--- src/rtl/asram_pkg.sv ---
package asram_pkg;

  typedef enum logic [1:0] {
    ST_IDLE = 2'd0,
    ST_RD   = 2'd1,
    ST_WR   = 2'd2,
    ST_WEND = 2'd3
  } asram_st_e;

  // nanoseconds to whole clock cycles, rounded up, never below one
  function automatic int ns2cyc(input int ns, input int per);
    int c;
    c = (ns + per - 1) / per;
    return (c < 1) ? 1 : c;
  endfunction

  function automatic int imax(input int a, input int b);
    return (a > b) ? a : b;
  endfunction

endpackage

--- src/rtl/asram_step_ctr.sv ---
module asram_step_ctr #(
  parameter int W = 4
) (
  input  logic         clk,
  input  logic         rst_n,
  input  logic         clr,
  input  logic         en,
  output logic [W-1:0] cnt
);
  always_ff @(posedge clk or negedge rst_n) begin
    if (!rst_n)   cnt <= '0;
    else if (clr) cnt <= '0;
    else if (en)  cnt <= cnt + 1'b1;
  end
endmodule

--- src/rtl/asram_lane_cap.sv ---
module asram_lane_cap #(
  parameter int DW    = 16,
  parameter int LANES = 2
) (
  input  logic             clk,
  input  logic             rst_n,
  input  logic             sample,
  input  logic [LANES-1:0] lane_en,
  input  logic [DW-1:0]    din,
  output logic [DW-1:0]    dout,
  output logic             done
);
  localparam int LW = DW / LANES;

  for (genvar l = 0; l < LANES; l++) begin : g_lane
    always_ff @(posedge clk or negedge rst_n) begin
      if (!rst_n)      dout[l*LW +: LW] <= '0;
      else if (sample) dout[l*LW +: LW] <= lane_en[l] ? din[l*LW +: LW] : '0;
    end
  end

  always_ff @(posedge clk or negedge rst_n) begin
    if (!rst_n) done <= 1'b0;
    else        done <= sample;
  end
endmodule

--- src/rtl/async_sram_ctrl.sv ---
module async_sram_ctrl
  import asram_pkg::*;
#(
  parameter int AW       = 18,
  parameter int DW       = 16,
  parameter int CLK_NS   = 10,
  parameter int T_ACC_NS = 70,
  parameter int T_OE_NS  = 35,
  parameter int T_WP_NS  = 50,
  parameter int T_CW_NS  = 60,
  parameter int T_DS_NS  = 30,
  parameter int T_TA_NS  = 30
) (
  input  logic            clk,
  input  logic            rst_n,
  input  logic            req_valid,
  output logic            req_ready,
  input  logic            req_we,
  input  logic [AW-1:0]   req_addr,
  input  logic [DW/8-1:0] req_be,
  input  logic [DW-1:0]   req_wdata,
  output logic            rsp_done,
  output logic [DW-1:0]   rsp_data,
  output logic [AW-1:0]   mem_addr,
  output logic            mem_ce_n,
  output logic            mem_oe_n,
  output logic            mem_rw_n,
  output logic [DW/8-1:0] mem_bsel_n,
  input  logic [DW-1:0]   dq_in,
  output logic [DW-1:0]   dq_out,
  output logic            dq_oe
);
  localparam int LANES  = DW / 8;
  localparam int RD_CYC = imax(ns2cyc(T_ACC_NS, CLK_NS), ns2cyc(T_OE_NS, CLK_NS));
  localparam int TA_CYC = ns2cyc(T_TA_NS, CLK_NS);
  localparam int WR_CYC = imax(imax(ns2cyc(T_WP_NS, CLK_NS), ns2cyc(T_CW_NS, CLK_NS)),
                               TA_CYC + ns2cyc(T_DS_NS, CLK_NS));
  localparam int CNT_W  = $clog2(imax(RD_CYC, WR_CYC) + 1);

  asram_st_e            st;
  logic [CNT_W-1:0]     cnt;
  logic [AW-1:0]        addr_q;
  logic [LANES-1:0]     be_q;
  logic [DW-1:0]        wd_q;

  // named events, also observed by the checker
  logic accept_ev, rd_sample_ev, wr_close_ev;

  assign req_ready    = (st == ST_IDLE);
  assign accept_ev    = req_valid && req_ready;
  assign rd_sample_ev = (st == ST_RD) && (cnt == CNT_W'(RD_CYC - 1));
  assign wr_close_ev  = (st == ST_WR) && (cnt == CNT_W'(WR_CYC - 1));

  always_ff @(posedge clk or negedge rst_n) begin
    if (!rst_n) begin
      st     <= ST_IDLE;
      addr_q <= '0;
      be_q   <= '0;
      wd_q   <= '0;
    end else begin
      unique case (st)
        ST_IDLE: if (accept_ev) begin
          st     <= req_we ? ST_WR : ST_RD;
          addr_q <= req_addr;
          be_q   <= req_be;
          wd_q   <= req_wdata;
        end
        ST_RD:   if (rd_sample_ev) st <= ST_IDLE;
        ST_WR:   if (wr_close_ev)  st <= ST_WEND;
        ST_WEND: st <= ST_IDLE;
        default: st <= ST_IDLE;
      endcase
    end
  end

  asram_step_ctr #(.W(CNT_W)) u_ctr (
    .clk   (clk),
    .rst_n (rst_n),
    .clr   ((st == ST_IDLE) || (st == ST_WEND) || rd_sample_ev || wr_close_ev),
    .en    ((st == ST_RD) || (st == ST_WR)),
    .cnt   (cnt)
  );

  asram_lane_cap #(.DW(DW), .LANES(LANES)) u_cap (
    .clk     (clk),
    .rst_n   (rst_n),
    .sample  (rd_sample_ev),
    .lane_en (be_q),
    .din     (dq_in),
    .dout    (rsp_data),
    .done    (rsp_done)
  );

  // strobes decoded from registered state only
  assign mem_ce_n   = (st == ST_IDLE);
  assign mem_oe_n   = (st != ST_RD);
  assign mem_rw_n   = (st != ST_WR);
  assign mem_bsel_n = mem_ce_n ? {LANES{1'b1}} : ~be_q;
  assign mem_addr   = addr_q;
  assign dq_out     = wd_q;
  assign dq_oe      = ((st == ST_WR) && (cnt >= CNT_W'(TA_CYC))) || (st == ST_WEND);

endmodule

--- config.mk ---
export PLATFORM = sky130hd
export DESIGN_NAME = async_sram_ctrl
export DESIGN_NICKNAME = d
export VERILOG_FILES = /design/src/rtl/asram_pkg.sv /design/src/rtl/asram_step_ctr.sv /design/src/rtl/asram_lane_cap.sv /design/src/rtl/async_sram_ctrl.sv
export SDC_FILE = /design/constraint.sdc
export NUM_CORES = 1
export LEC_CHECK = 0
export CAP_MARGIN = 15
export CORE_ASPECT_RATIO = 1.75
export CORE_MARGIN = 2
export CORE_UTILIZATION = 25
export DETAILED_ROUTE_END_ITERATION = 6
export DONT_BUFFER_PORTS = 1
export PLACE_DENSITY = 0.36
export SYNTH_ARGS = -nofsm -noshare
export SYNTH_HDL_FRONTEND = slang
export SYNTH_SLANG_ARGS = --single-unit
--- constraint.sdc ---
create_clock -name clk -period 1.7 [get_ports clk]
set_clock_uncertainty 0.1 [all_clocks]
set_input_delay 0.255 -clock clk [delete_from_list [all_inputs] [get_ports clk]]
set_output_delay 0.255 -clock clk [all_outputs]
set_load 0.01 [all_outputs]
# After elaboration in Yosys (flattened, before gate mapping)
# Cells that the tools add are included.
# W data, S select, Z words.
dict set report word_totals {
  input_bits 56
  wordCells 44
  reg_bits 58
  output_inout_bits 58
}
dict set report classes {
  n_reduce_logical 13
  eq_ne 10
  n_addsub 1
  bitwise_logic 1
  muxes 10
  magnitude_cmp 1
}
# op n
set op_table {}
lappend op_table {{$mux W8} 2}
lappend op_table {{$mux W2} 5}
lappend op_table {{$pmux W2 S4} 1}
lappend op_table {{$eq A3 B3 Y1 const B} 2}
lappend op_table {{$mux W3} 2}
lappend op_table {{$ne A2 B2 Y1 const B} 3}
lappend op_table {{$logic_or A1 B1 Y1} 5}
lappend op_table {{$eq A2 B2 Y1 const B} 2}
lappend op_table {{$logic_and A1 B1 Y1} 4}
lappend op_table {{$ne A2 B1 Y1 const B} 2}
lappend op_table {{$add A3 B1 Y3 const B} 1}
lappend op_table {{$ge A3 B2 Y1 const B} 1}
lappend op_table {{$reduce_and A3 Y1} 1}
lappend op_table {{$eq A2 B1 Y1 const B} 1}
lappend op_table {{$logic_not A2 Y1} 1}
lappend op_table {{$not A2 Y2} 1}
lappend op_table {{$reduce_and A2 Y1} 1}
lappend op_table {{$reduce_bool A2 Y1} 1}

# Depth between registers and ports, before layout
dict set report logic_depth {
  word_depth 5
  depth_mapped 6
}

# Cells and area by module
# From an unflattened synthesis, not the netlist that was laid out.
dict set report unflattened {
  cells_unflattened 188
  area_unflattened_um2 2396.0
}
# module seq_area_each_um2 area_each_um2 cells_each instances
set modules_own_cells {}
lappend modules_own_cells {async_sram_ctrl 950.9 1586.5 107 1}
lappend modules_own_cells {asram_lane_cap 425.4 673.1 70 1}
lappend modules_own_cells {asram_step_ctr 75.1 136.4 11 1}

# Worst setup path after synthesis
# OpenSTA, ideal clock, no wires.
dict set report synth_path {
  path_type {register -> register}
  startpoint {reg st[0]}
  endpoint {reg be_q[0]}
  t_arrival_ps 1387
  required_ps 1475
  stages_incl_launch_ff 6
  path_buffers 1
  setup_time_ps 125
  synth_period_minus_slack_ps 1612
  setup_slack_ps 88
  cell_sequence {dfrtp_1 inv_1 ha_1 nand2_4 buf_6 mux2_4}
}
dict set report synth_between {
  elab_chain_cells 3
}
# item line_no
set synth_lines {}
lappend synth_lines {{start, declared} async_sram_ctrl.sv:40} ;# asram_st_e st;
lappend synth_lines {{start signal, assigned} async_sram_ctrl.sv:63} ;# st <= req_we ? ST_WR : ST_RD;
lappend synth_lines {{$logic_not A2 Y1 *} n/a}
lappend synth_lines {{net mem_ce_n} async_sram_ctrl.sv:25} ;# output logic mem_ce_n,
lappend synth_lines {{$logic_and A1 B1 Y1} async_sram_ctrl.sv:50} ;# assign accept_ev = req_valid && req_ready;
lappend synth_lines {{$reduce_and A2 Y1 (no line) *} n/a}
lappend synth_lines {{end signal, assigned} async_sram_ctrl.sv:65} ;# be_q <= req_be;
lappend synth_lines {{end, declared} async_sram_ctrl.sv:43} ;# logic [LANES-1:0] be_q;
# Mark *: on every way through the listed nets, which the timed path passes. The rest lies on a longest branch.
# A chain may end at the register's enable or synchronous reset.

# Worst setup path after layout
dict set report layout_path {
  startpoint {reg u_ctr.cnt[1]}
  endpoint {out dq_oe}
}
dict set report layout_between {
  elab_chain_cells 3
}
# item line_no
set layout_lines {}
lappend layout_lines {{start, declared} asram_step_ctr.sv:8} ;# output logic [W-1:0] cnt
lappend layout_lines {{start signal, assigned} asram_step_ctr.sv:13} ;# else if (en) cnt <= cnt + 1'b1;
lappend layout_lines {{$ge A3 B2 Y1} async_sram_ctrl.sv:101} ;# assign dq_oe = ((st == ST_WR) && (cnt >= CNT_W'(TA_CYC))) || (st == ST_WEND);
lappend layout_lines {{$logic_and A1 B1 Y1} async_sram_ctrl.sv:101}
lappend layout_lines {{$logic_or A1 B1 Y1} async_sram_ctrl.sv:101}
lappend layout_lines {{end, declared} async_sram_ctrl.sv:31} ;# output logic dq_oe
# No other way between the ends.

==> impl_metrics.py <==
metrics = {
    "run_status": {
        "outcome": "finished, violations left",
        "violations": "hold timing, setup timing",
    },
    "power_and_ir_drop": {
        "power_density_nw_per_um2": 1805,
        "p_leak_uw": 0.001701,
        "ir_drop_mv": 0.6212,
    },
    "placed_design": {
        "place_area_um2": 2695,
        "dp.cells": 308,
        "dp_hpwl_mm": 4.182,
        "port_buffers": 0,
        "gp_congestion": 0.6450,
    },
    "synth": {
        "synth_fp_nets": 253,
        "avgSynthCellArea_um2": 13.48,
        "ys_types": 27,
        "syn_area_um2": 2534,
        "yosysWarnings": 0,
        "yosys_register_bits": 58,
        "seq_area_frac_synth_pct": 57.28,
        "synthCells": 188,
    },
    "setup_path": {
        "cp-endpoint": "dq_oe",
        "regToRegEndpoint": "st[1]",
        "cp-startpoint": "u_ctr.cnt[1]",
        "end_kind": "primary output",
        "r2r-start": "st[1]",
        "cp_data_required_time_ps": 1340,
        "path_max_fanout": 2,
        "worst_path_most_repeated_cell": "ha_2",
        "worstPathCellList": "ha_2 -> ha_2 -> a211oi_2 -> o21bai_2",
        "arrival_ps": 1370,
        "slowest_delay_ps": 390,
        "worst_path_max_delay_cell": "dfrtp_1",
        "critPathLaunchType": "flip-flop",
        "rrSetupSlack_ps": 80,
        "criticalPathCategory": "reg -> out",
        "ff2ff_path_depth": 5,
    },
    "final_layout": {
        "layout_commonest_cell": "dfrtp_1",
        "nNetsFinal": 316,
        "antenna_cells": 0,
        "layout.cells.non_filler": 380,
        "fillers": 968,
        "drive_above_1_share_pct": 30.98,
        "post-route-util_pct": 36.76,
        "finalInstanceArea_um2": 3621,
        "final_cell_mix": "dfrtp_1 (57), dlygate4sd3_1 (52), nand2_1 (32), mux2_4 (30), o21ai_0 (17)",
        "area_growth_pct": 42.91,
    },
    "sta": {
        "maxSlewViolCount": 0,
        "finalSetupViolations": 1,
        "rsz0062_at_grt": "true",
        "fin_setup_tns_ps": -29.97,
        "finalHoldViolations": 58,
        "layout_setup_ws_ps": -29.97,
        "period_minus_slack_ps": 1730,
        "relSlewSlack_pct": 67.97,
        "whs_ps": -471.8,
        "tightestPinTransition_ps": 480.4,
        "fmaxAchievable_mhz": 578.0,
        "period_share_pct": 101.8,
    },
    "clock_network": {
        "cts_buffers": 9,
        "cts_tree": "yes",
        "clock-sinks": 58,
        "htreeDepth": 3,
        "cts_buffer_depth": 2,
        "cts_root_buf": "clkbuf_16",
        "clk_latency_ps": 320,
        "hold_buffers": 52,
        "clkTransAtPathRegs_ps": 50,
    },
    "route": {
        "drtIter0Drc": 40,
        "via_per_inst": 4.258,
        "firstDrtPassIters": 4,
        "wl_per_cell_um": 16.18,
        "ant_nets": 0,
        "post-route-drc-count": 0,
        "wl_mm": 6.150,
        "vias": 1618,
    },
    "global_routing": {
        "grt_util_all_layers_pct": 11.67,
        "grt_max_degree": 59,
        "grt_pass1_vias": 1830,
        "grt_pass1_wl_mm": 9.466,
        "grt_overflow": 0,
        "antenna_found_initial": 0,
    },
    "die": {
        "placeableCoreArea_um2": 9849,
        "rows": 48,
        "die_x_um": 80.10,
        "die_area_um2": 10990,
        "initial_core_util_pct": 25.72,
        "ios": 114,
        "die_y_um": 137.2,
    },
    "job": {
        "cap_viol_max_count": 0,
    },
    "hold_path": {
        "hold_class": "in -> async",
    },
}
[timing repair]
item                                   4_1_cts  5_1_grt
pin swaps                                    3        3
endpoints found under the hold margin      110       58
buffers inserted                             4        1
setup endpoints to repair                    3        5
resized for setup                           11        7
[worst min-delay path by stage]
stage / to
3_3_place_gp: mem_addr[5]
2_1_floorplan: be_q[0]
3_5_place_dp: mem_addr[6]
4_1_cts: u_cap.dout[13]
5_1_grt: u_cap.dout[13]
6_report: mem_addr[6]
[cells in the mapped netlist (all sizes together)]
| cell | instances | area (um2) |
|---|---|---|
| or2b | 1 | 7.510 |
| a2bb2oi | 1 | 8.760 |
| a21boi | 2 | 18.77 |
| ha | 9 | 112.6 |
| o21ai | 17 | 85.08 |
| nand3 | 1 | 5.000 |
| o2bb2ai | 1 | 8.760 |
| nor3 | 1 | 5.000 |
| or2 | 1 | 6.260 |
| buf | 6 | 51.30 |
| a2111oi | 1 | 27.53 |
| nand2 | 33 | 131.4 |
| and2b | 1 | 8.760 |
| a211oi | 1 | 7.510 |
| nor2 | 3 | 11.26 |
| mux2 | 36 | 518.0 |
| a22oi | 1 | 7.510 |
| nand2b | 2 | 12.51 |
| o21bai | 1 | 7.510 |
| inv | 8 | 30.03 |
| clkbuf | 3 | 11.26 |
| dfrtp | 58 | 1451 |
[cells by family (layout without fill, tap and decap cells)]
kind of cell    after synthesis  in the layout  synth area share (%)
compound gates               25             25                 6.766
fa+ha+maj                     9              9                 4.445
buf+inv                      17             84                 3.654
flops                        58             58                 57.28
mux                          36             36                 20.44
simple gates                 43             43                 7.407
[routing by layer]
metal / vias to the layer above / global-route usage (%) / routed length (um)
li1: 750 / - / -
met1: 799 / 12.89 / 2242
met2: 60 / 19.58 / 3380
met3: 9 / 4.456 / 401
met4: 0 / 5.367 / 125
met5: - / 0 / 0
[layout make-up]
type,instances,area (um2),share of cell area (%)
clock buffers,13,280.3,7.740
clock inverters,2,10.01,0.2764
inverters,8,30.03,0.8293
multi-input cells,113,1059,29.23
flip-flops and latches,58,1453,40.12
well taps,125,156.4,4.319
repair buffers,61,633.1,17.48
[critical path: cells and delay by family, from the launching register on]
| kind | cells | cell delay (ps) |
|---|---|---|
| compound gates | 2 | 310 |
| flops | 1 | 390 |
| fa+ha+maj | 2 | 360 |
[per-stage QoR]
step / setup WS [ps] / total power, uW
5_1_grt: -85.30 / 6950
2_1_floorplan: 88.32 / 4028
6_report: -29.97 / 6537
3_5_place_dp: 60.31 / 4476
4_1_cts: -37.74 / 6559
3_3_place_gp: 137.9 / 4388
[state kept, by name, summed over array words and instances, names as in the netlist]
register,count
st,2
mem_addr,18
be_q,2
u_ctr.cnt,3
u_cap.done,1
dq_out,16
u_cap.dout,16
[where the power goes]
group / switching [uW] / leakage [uW] / internal (uW)
clock network: 584 / 0.000147 / 1130
registers: 746 / 0.000645 / 1960
logic: 818 / 0.000908 / 1300
total: 2150 / 0.00170 / 4390
No activity file was read; power rests on OpenSTA's default activity.
